## config.mk

```make
export PLATFORM = sky130hd
export DESIGN_NAME = chanfifo_ctrl
export DESIGN_NICKNAME = d
export VERILOG_FILES = /design/src/rtl/chanfifo_pkg.sv /design/src/rtl/chanfifo_regs.sv /design/src/rtl/chanfifo_decode.sv /design/src/rtl/chanfifo_store.sv /design/src/rtl/chanfifo_ctrl.sv
export SDC_FILE = /design/constraint.sdc
export NUM_CORES = 1
export LEC_CHECK = 0
export BUFFER_PORTS_ARGS = -buffer_cell sky130_fd_sc_hd__buf_2
export CORE_ASPECT_RATIO = 1.5
export CORE_MARGIN = 3
export CORE_UTILIZATION = 50
export DETAILED_ROUTE_END_ITERATION = 10
export PLACE_DENSITY = 0.71
export SLEW_MARGIN = 20
export SYNTH_ARGS = -nofsm -noshare
export SYNTH_HDL_FRONTEND = slang
export SYNTH_SLANG_ARGS = --single-unit
```

## constraint.sdc

```tcl
create_clock -name clk -period 4.6 [get_ports clk]
set_input_delay 1.15 -clock clk [delete_from_list [all_inputs] [get_ports clk]]
set_output_delay 1.15 -clock clk [all_outputs]
set_load 0.01 [all_outputs]
```

## src/rtl/chanfifo_pkg.sv

```systemverilog
package chanfifo_pkg;

    localparam int DATA_W      = 8;
    localparam int ADDR_W      = 2;
    localparam int STORE_DEPTH = 128;
    localparam int SHALLOW     = 16;
    localparam int PTR_W       = $clog2(STORE_DEPTH);
    localparam int CNT_W       = PTR_W + 1;

    localparam logic [ADDR_W-1:0] A_FCR = 2'd0;
    localparam logic [ADDR_W-1:0] A_LCR = 2'd1;
    localparam logic [ADDR_W-1:0] A_EFR = 2'd2;

    localparam int FCR_EN_BIT  = 0;
    localparam int FCR_EXT_BIT = 5;
    localparam int LCR_GRD_BIT = 7;
    localparam int EFR_ENH_BIT = 4;

    typedef enum logic [2:0] {
        MODE_BYTE = 3'd0,
        MODE_D16  = 3'd1,
        MODE_PIN  = 3'd2,
        MODE_EXT  = 3'd3,
        MODE_ENH  = 3'd4
    } fifo_mode_e;

    typedef struct packed {
        logic enable;
        logic ext;
        logic guard;
        logic enh;
    } mode_bits_t;

    function automatic logic [CNT_W-1:0] depth_of(fifo_mode_e m);
        case (m)
            MODE_BYTE: depth_of = CNT_W'(1);
            MODE_D16:  depth_of = CNT_W'(SHALLOW);
            default:   depth_of = CNT_W'(STORE_DEPTH);
        endcase
    endfunction

endpackage

```

## src/rtl/chanfifo_regs.sv

```systemverilog
module chanfifo_regs
    import chanfifo_pkg::*;
#(
    parameter int DW = DATA_W,
    parameter int AW = ADDR_W
) (
    input  logic          clk,
    input  logic          rst,
    input  logic          we,
    input  logic [AW-1:0] addr,
    input  logic [DW-1:0] wdata,
    output logic [DW-1:0] rdata,
    output mode_bits_t    bits
);

    logic [DW-1:0] fcr_q, lcr_q, efr_q;

    always_ff @(posedge clk) begin
        if (rst) begin
            fcr_q <= '0;
            lcr_q <= '0;
            efr_q <= '0;
        end else if (we) begin
            case (addr)
                AW'(A_FCR): begin
                    for (int b = 0; b < DW; b++) begin
                        if (b != FCR_EXT_BIT || lcr_q[LCR_GRD_BIT])
                            fcr_q[b] <= wdata[b];
                    end
                end
                AW'(A_LCR): lcr_q <= wdata;
                AW'(A_EFR): efr_q <= wdata;
                default: ;
            endcase
        end
    end

    always_comb begin
        case (addr)
            AW'(A_LCR): rdata = lcr_q;
            AW'(A_EFR): rdata = efr_q;
            default:    rdata = '0;
        endcase
    end

    assign bits.enable = fcr_q[FCR_EN_BIT];
    assign bits.ext    = fcr_q[FCR_EXT_BIT];
    assign bits.guard  = lcr_q[LCR_GRD_BIT];
    assign bits.enh    = efr_q[EFR_ENH_BIT];

    // unguarded writes leave the extension bit alone
    a_r5_guarded_ext: assert property (@(posedge clk) disable iff (rst)
        (we && addr == AW'(A_FCR) && !bits.guard) |=> $stable(bits.ext));

    // the enable bit follows every FIFO control write
    a_r5_enable_written: assert property (@(posedge clk) disable iff (rst)
        (we && addr == AW'(A_FCR)) |=> (bits.enable == $past(wdata[FCR_EN_BIT])));

endmodule

```

## src/rtl/chanfifo_decode.sv

```systemverilog
module chanfifo_decode
    import chanfifo_pkg::*;
#(
    parameter int CW = CNT_W
) (
    input  mode_bits_t       bits,
    input  logic             deep_sel_n,
    output fifo_mode_e       mode,
    output logic [CW-1:0]    depth
);

    always_comb begin
        if (!bits.enable)
            mode = MODE_BYTE;
        else if (bits.enh)
            mode = MODE_ENH;
        else if (!deep_sel_n)
            mode = MODE_PIN;
        else if (bits.ext)
            mode = MODE_EXT;
        else
            mode = MODE_D16;
    end

    assign depth = CW'(depth_of(mode));

endmodule

```

## src/rtl/chanfifo_store.sv

```systemverilog
module chanfifo_store
    import chanfifo_pkg::*;
#(
    parameter int DW    = DATA_W,
    parameter int DEPTH = STORE_DEPTH,
    parameter int PW    = $clog2(DEPTH),
    parameter int CW    = PW + 1
) (
    input  logic          clk,
    input  logic          rst,
    input  logic [CW-1:0] limit,
    input  logic          push,
    input  logic [DW-1:0] push_data,
    input  logic          pop,
    output logic [DW-1:0] pop_data,
    output logic          full,
    output logic          empty,
    output logic          overflow,
    output logic [CW-1:0] count
);

    logic [DW-1:0] mem [DEPTH];
    logic [PW-1:0] wptr, rptr;
    logic [CW-1:0] cnt, limit_q;
    logic          flush, push_ok, pop_ok;

    assign flush   = (limit != limit_q);
    assign full    = (cnt == limit_q);
    assign empty   = (cnt == '0);
    assign push_ok = push && !full && !flush;
    assign pop_ok  = pop && !empty && !flush;

    always_ff @(posedge clk) begin
        if (rst) begin
            wptr     <= '0;
            rptr     <= '0;
            cnt      <= '0;
            limit_q  <= CW'(1);
            overflow <= 1'b0;
        end else begin
            limit_q  <= limit;
            overflow <= push && full && !flush;
            if (flush) begin
                wptr <= '0;
                rptr <= '0;
                cnt  <= '0;
            end else begin
                if (push_ok) wptr <= wptr + PW'(1);
                if (pop_ok)  rptr <= rptr + PW'(1);
                case ({push_ok, pop_ok})
                    2'b10:   cnt <= cnt + CW'(1);
                    2'b01:   cnt <= cnt - CW'(1);
                    default: ;
                endcase
            end
        end
    end

    always_ff @(posedge clk) begin
        if (push_ok) mem[wptr] <= push_data;
    end

    assign pop_data = mem[rptr];
    assign count    = cnt;

    // a refused push raises the overflow pulse next cycle
    a_r8_drop_flagged: assert property (@(posedge clk) disable iff (rst)
        (push && full && !flush) |=> overflow);

    // occupancy never exceeds the depth in force
    a_r8_within_limit: assert property (@(posedge clk) disable iff (rst)
        cnt <= limit_q);

    // a depth change leaves the queue empty
    a_r10_flush_empties: assert property (@(posedge clk) disable iff (rst)
        flush |=> (cnt == '0));

    // popping an empty queue with no push keeps it empty
    a_r8_empty_pop: assert property (@(posedge clk) disable iff (rst)
        (empty && !push) |=> empty);

endmodule

```

## src/rtl/chanfifo_ctrl.sv

```systemverilog
module chanfifo_ctrl
    import chanfifo_pkg::*;
#(
    parameter int DW    = DATA_W,
    parameter int AW    = ADDR_W,
    parameter int DEPTH = STORE_DEPTH,
    localparam int CW   = $clog2(DEPTH) + 1
) (
    input  logic          clk,
    input  logic          rst,
    input  logic          reg_we,
    input  logic [AW-1:0] reg_addr,
    input  logic [DW-1:0] reg_wdata,
    output logic [DW-1:0] reg_rdata,
    input  logic          deep_sel_n,
    input  logic          push,
    input  logic [DW-1:0] push_data,
    input  logic          pop,
    output logic [DW-1:0] pop_data,
    output logic          full,
    output logic          empty,
    output logic          overflow,
    output logic [CW-1:0] count,
    output logic [2:0]    mode,
    output logic [CW-1:0] depth
);

    mode_bits_t bits;
    fifo_mode_e mode_e;

    chanfifo_regs #(.DW(DW), .AW(AW)) u_regs (
        .clk   (clk),
        .rst   (rst),
        .we    (reg_we),
        .addr  (reg_addr),
        .wdata (reg_wdata),
        .rdata (reg_rdata),
        .bits  (bits)
    );

    chanfifo_decode #(.CW(CW)) u_decode (
        .bits       (bits),
        .deep_sel_n (deep_sel_n),
        .mode       (mode_e),
        .depth      (depth)
    );

    chanfifo_store #(.DW(DW), .DEPTH(DEPTH)) u_store (
        .clk       (clk),
        .rst       (rst),
        .limit     (depth),
        .push      (push),
        .push_data (push_data),
        .pop       (pop),
        .pop_data  (pop_data),
        .full      (full),
        .empty     (empty),
        .overflow  (overflow),
        .count     (count)
    );

    assign mode = mode_e;

    // with the enable bit clear the mode stays byte
    a_r2_byte_gate: assert property (@(posedge clk) disable iff (rst)
        (!bits.enable) |-> (mode == 3'd0 && depth == CW'(1)));

endmodule

```

# --- Word-level counts from Yosys, hierarchy flattened ---
# Memories as Yosys holds them, arrays and structs flattened. A register that Yosys moved wholly into a read port is not among the register bits.
# Index checks and enable logic that the tools add are counted.
word_totals:
  reg_bits: 49
  out_inout_bits: 38
  n_memories: 1
  in_bits: 24
  mem_bits_rw: 1024
classes:
  reduce_logical: 18
  add_sub_neg: 4
  mux: 11
  n_eq_ne: 7
memory_table:
  columns: ["name", "words", "word_bits", "rd", "rd_ports_with_merged_regs", "write_ports", "line", "rtl"]
  rows:
  - ["u_store.mem", 128, 8, 1, 1, 1, "chanfifo_store.sv:22", "logic [DW-1:0] mem [DEPTH];"]
ops:
  columns: ["operator", "count"]
  rows:
  - ["$pmux 8 s2", 3]
  - ["$add 7x1->7 const B", 2]
  - ["$mux 7", 2]
  - ["$mux 3", 3]
  - ["$add 8x1->8 const B", 1]
  - ["$eq 8x8->1", 1]
  - ["$logic_not 8->1", 1]
  - ["$ne 8x8->1", 1]
  - ["$sub 8x1->8 const B", 1]
  - ["$logic_and 1x1->1", 6]
  - ["$reduce_and 2->1", 3]
  - ["$eq 2x1->1 const B", 2]
  - ["$eq 2x2->1 const B", 2]
  - ["$eq 3x1->1 const B", 1]
  - ["$logic_not 1->1", 3]
  - ["$logic_not 3->1", 1]
  - ["$reduce_and 3->1", 1]
  - ["$logic_not 2->1", 1]
  - ["$mux 1", 2]
  - ["$mux 2", 1]
  - ["$reduce_bool 2->1", 1]
  - ["$reduce_or 2->1", 1]

# --- Logic depth before layout (Yosys ltp) ---
logic_depth:
  ltp_word: 11
  mapped_depth: 16
  ltp_nobuf: 12

# --- Hierarchy ---
# From an unflattened synthesis, not the netlist that was laid out.
hier_totals:
  hier_cells: 2409
  area_unflattened_um2: 42633.4
modules_own_cells:
  columns: ["module", "n_inst", "area_each_um2", "cells_each", "seq_area_each_um2"]
  rows:
  - ["chanfifo_store", 1, 41528.6, 2289, 31510.2]
  - ["chanfifo_regs", 1, 1019.7, 106, 360.3]
  - ["chanfifo_decode", 1, 85.1, 14, 0.0]

# --- Worst setup path before layout ---
# OpenSTA, ideal clock, no wires.
synth_path:
  kind: "input to register"
  startpoint: "input port deep_sel_n"
  endpoint: "register u_store.cnt[6] (netlist: u_store.count[6])"
  t_required_ps: 4479
  arrival_time_ps: 4319
  path_stages: 16
  setup_ps: 121
  n_path_buf: 4
  path_slack_ps: 160
  path_cell_list: "nor3b_2 > mux2i_1 > o21a_1 > clkbuf_1 > buf_2 > nor2_1 > ha_1 > clkbuf_1 > buf_1 > xor2_1 > ha_1 > or3_1 > a21oi_1 > o41ai_1 > a211oi_1 > mux2_2"
synth_between:
  elab_chain_cells: 10
synth_rtl:
  columns: ["item", "line", "rtl"]
  rows:
  - ["from (decl)", "chanfifo_ctrl.sv:15", "input logic deep_sel_n,"]
  - ["$mux 3 (*)", "chanfifo_decode.sv:17", "else if (!deep_sel_n)"]
  - ["$mux 3 (*)", "chanfifo_decode.sv:15", "else if (bits.enh)"]
  - ["$mux 3 (*)", "chanfifo_decode.sv:13", "if (!bits.enable)"]
  - ["$eq 3x1->1 / $logic_not 3->1 (equally long branches)", "chanfifo_pkg.sv:35", "case (m)"]
  - ["$pmux 8 s2 (*)", "chanfifo_pkg.sv:35", null]
  - ["$ne 8x8->1 (*)", "chanfifo_store.sv:27", "assign flush = (limit != limit_q);"]
  - ["$logic_not 1->1", "chanfifo_store.sv:30, chanfifo_store.sv:31", null]
  - ["$logic_and 1x1->1, on equally long branches", "chanfifo_store.sv:31, chanfifo_store.sv:30", null]
  - ["$eq 2x1->1 / $eq 2x2->1 (equally long branches)", "chanfifo_store.sv:50", "case ({push_ok, pop_ok})"]
  - ["$pmux 8 s2 / $reduce_bool 2->1 (equally long branches)", null, null]
  - ["to (signal assigned)", "chanfifo_store.sv:51", "2'b10: cnt <= cnt + CW'(1);"]
  - ["to (signal assigned)", "chanfifo_store.sv:52", "2'b01: cnt <= cnt - CW'(1);"]
  - ["to (decl)", "chanfifo_store.sv:24", "logic [CW-1:0] cnt, limit_q;"]
# Mark *: on every way between the ends. The rest lies on a longest branch, timed or not.
# A chain may end at the register's enable or synchronous reset.

==> summary.md <==
| Metric | Value |
|---|---|
| Switch share | 24.0% |
| Input/output buffers | 56 |
| Fin crit share | 98.7% |
| Final HPWL from detailed placement | about 62 mm |
| Core Footprint | roughly 84000 µm² |
| Synth top area share | 72.4% |
| Iteration-0 DRC Markers | 2273 |
| Total power | ~22 mW |
| Nets | approximately 2500 |
| Placed cell areas | between 40000 and 50000 µm² |
| Aggregate global routing overflow | 0 |
| Worst-Margin Slew | about 1.1 ns |
| Commonest non-fill, non-tap cells in the layout | 1024 x edfxtp_1, 195 x nor2_1, 160 x mux4_2, 143 x mux2_2, 92 x clkbuf_16 |
| RR Endpoint | u_store.count[6] |
| Cell Rows | 130 |
| Synth warn | 0 |
| Type of the most critical hold path | reg -> reg |
| R2R Setup Slk | 0.83 ns |
| Via density | about 6.2 |
| First-pass GRT wire length | between 100 and 150 mm |
| # setup viols final | 0 |
| Fill cells | 6294 |
| Hold Path Origin | u_regs.efr_q[0] |
| Complex-gate fraction of the synthesized area | ~3.8% |
| Switching power | roughly 5.2 mW |
| Outcome | completed |
| RD Place Congestion | between 0.8 and 0.9 |
| Total die area | approximately 90000 µm² |
| Detailed-route via count | 22500 |
| Critical Path AT | approximately 3.4 ns |
| Vias in the first global route | 23000 |
| DRC Markers | 0 |
| Top Ports | between 60 and 70 |
| Die height | between 300 and 400 µm |
| Clk buf depth | 3 |
| Slowest CP cell | dfxtp_4 |
| FMAX | 220 MHz |
| Chip Width | approximately 240 µm |
| R2R depth | 12 |
| Worst path most repeated cell | buf_12 |
| RSZ-0062 raised after global routing | false |
| Synth area leader | edfxtp_1 |
| Register area share after synthesis | between 70% and 80% |
| Flop and latch count out of synthesis | 1075 |
| Initial Util | around half |
| Async set-reset flop share out of synthesis | 0% |
| Peak VDD IR | 0.472 mV |
| Share of cells above drive strength 1 | between 20 and 25% |
| CTS tree | done |
| Skew final | 0.0245 ns |
| Hold Path Cell Cnt | 2 |
| Root Driver | clkbuf_16 |
| Clock latency on the worst-skew pair | 0.66 ns |
| Worst setup EP type | output port |
| Critical Setup Path Class | reg -> out |
| CP required | around 3.5 ns |
| Total global-route track usage | 22.5% |
| Hold Path Sink | u_regs.efr_q[0] |
| Post-Syn Instances | 2337 |
| Setup tns final | 0 ns |
| CTS buffer count | 90 |
| Pin count of the biggest net entering global routing | 129 |
| Leak | between 10 and 15 nW |
| Clock share of power | between 30% and 40% |
| Worst setup SP type | flip-flop |
| Initial DRT Pass Iterations | 6 |
| DP Worst Slack | around 0.37 ns |
| Number of diodes | 0 |
| Synthesized cell area | 42500 µm² |
| Area share of fa/ha/maj cells after synthesis | less than 1% |
| Fin worst setup slack | a little over 0.06 ns |
| Clk pin slew, worst setup/hold paths | around 0.070 ns |
| Fin crit period | 4.54 ns |
| Inst Count DP | roughly 3500 |
| Max cap viols | 0 |
| Slew Limit Fails | 0 |
| Post-synthesis mux area share | around 13% |
| TritonCTS Sinks | about 1100 |
| Drt wl/cell | about 27 µm |
| Post-detailed-route count of antenna-violating nets | 0 |
| Reg-to-reg startpoint | u_store.count[1] |
| Combinational family with the most area after synthesis | multiplexers |
| Logic pwr share | between 10% and 20% |
| Reg power frac | 50.7% |
| Post-Synth XOR/XNOR Area | 0.206% |
| Rel. slew slack | ~25% |
| Commonest non-fill, non-tap cell in the layout | edfxtp_1 |
| Worst-path fanout max | 14 |
| Simple-gate share of the synthesized area | between 6 and 7% |
| PwrDens | approximately 460 nW/µm² |
| Slowest Stage Delay on Critical Path | 0.58 ns |
| Initial antenna violation count | 0 |
| Synth area leaders | edfxtp_1 72%, mux4_2 8.5%, mux2_2 3.8%, dfxtp_1 2.4%, nor2_1 1.7% |
| Number of flops mapped to enable cells by yosys | 1024 |
| Worst-path cell chain | buf_12 -> buf_12 -> mux4_2 -> mux2i_1 -> nand2_1 -> nand3_1 -> nand4_1 -> buf_2 |
| Fin cells | about 3600 |
| Fin area | around 47000 µm² |
| Total Wirelength | just under 100 mm |
| Fin. Hold Viols | 0 |
| Max H-tree Level | 3 |
| Unique masters post-synth | 65 |
| Syn_area_per_cell | 18.2 µm² |
| Top FF cell, synth | edfxtp_1 |
| Int Pwr | between 15 and 20 mW |
| Synthesis-to-finish area growth | 11.6% |
==> cell type report <==
type	instances	area (µm²)	share of cell area [%]
sequential	1075	31800	67.1
multi-input combinational	1111	9930	20.9
clock buffer	110	2370	5.00
tap	1122	1400	2.96
timing repair buffer	152	1310	2.75
clock inverter	55	582	1.23
inverter	8	30.0	0.0633
==> power by group through the flow <==
stage / combinational (mW) / sequential (mW) / clock [mW]
floorplan: 2.00 / 11.1 / 0
global placement: 2.85 / 11.1 / 0
detailed placement: 2.88 / 11.2 / 0
CTS: 2.95 / 10.9 / 7.77
global route: 3.17 / 10.9 / 8.14
finish: 2.97 / 10.9 / 7.68
==> state kept, by name (all words and copies together), names as in the netlist, named ones only <==
| signal | cells |
|---|---|
| u_regs.lcr_q | 8 |
| u_store.wptr | 7 |
| u_store.rptr | 7 |
| u_store.limit_q | 3 |
| u_store.overflow | 1 |
| u_regs.fcr_q | 2 |
| u_store.count | 8 |
| u_store.mem | 1024 |
| u_regs.efr_q | 8 |
==> worst max-delay path: cells and delay by family (launching register included) <==
| family | cells | cell delay [ns] |
|---|---|---|
| multiplexers | 2 | 0.83 |
| AND/OR/NAND/NOR | 3 | 0.69 |
| flip-flops | 1 | 0.58 |
| buffers and inverters | 3 | 0.62 |
==> synthesized netlist by cell type, types with 9 or more instances <==
library cell     n
mux4_2         160
buf_2           53
o22ai_1         89
clkbuf_1        42
nor2b_1         70
edfxtp_1      1024
or4_1           11
a211oi_1        53
nand2_1         63
dfxtp_1         51
nor4_1          31
o21ai_0         17
mux2i_1         28
nand3_1         64
buf_4           31
a22oi_1          9
mux2_2         143
buf_1           14
o22a_1          11
nor2_1         195
nor3_1          23
nand4_1         12
a21oi_1         31
==> worst max path at each step <==
stage | startpoint | end | slack, ns | cells after the start
floorplan | deep_sel_n | u_store.count[6] | 0.16 | 16
global placement | flip-flop | pop_data[0] | 0.45 | 8
detailed placement | flip-flop | pop_data[0] | 0.37 | 8
CTS | flip-flop | pop_data[6] | 0.009 | 9
global route | flip-flop | pop_data[2] | 0.0003 | 8
finish | flip-flop | pop_data[1] | 0.06 | 8
==> kinds of logic (layout without fill, tap and decap cells) <==
logic type | count (synthesis) | after routing
fa+ha+maj | 8 | 8
xor+xnor | 10 | 10
mux | 331 | 331
buf+inv | 155 | 325
flops | 1075 | 1075
simple gates | 516 | 516
compound gates | 241 | 241
other cells | 1 | 5
==> per-stage QoR <==
step	hold WS [ns]	util [%]
after detailed placement	0.452	52.8
after CTS	0.461	56.4
after global routing	0.486	56.5
final	0.459	56.5
after global placement	0.442	52.8
after floorplan	0.412	-
==> what timing repair did <==
action,in CTS,in global routing
hold buffers,0,0
buffers inserted,3,4
gates cloned,0,1
resized for setup,4,8
endpoints found under the setup margin,8,8
==> per-layer routing <==
metal / vias up / part of all wire, % / global-route usage (%) / wire length [µm]
met5: - / 0 / 0 / 0
met1: 11600 / 37 / 28.3 / 36700
met4: 0 / 4.6 / 10.4 / 4610
met2: 1106 / 51 / 38.8 / 50600
met3: 227 / 7.2 / 3.09 / 7160
li1: 9568 / - / - / -
No activity file was read; power rests on OpenSTA's default activity.
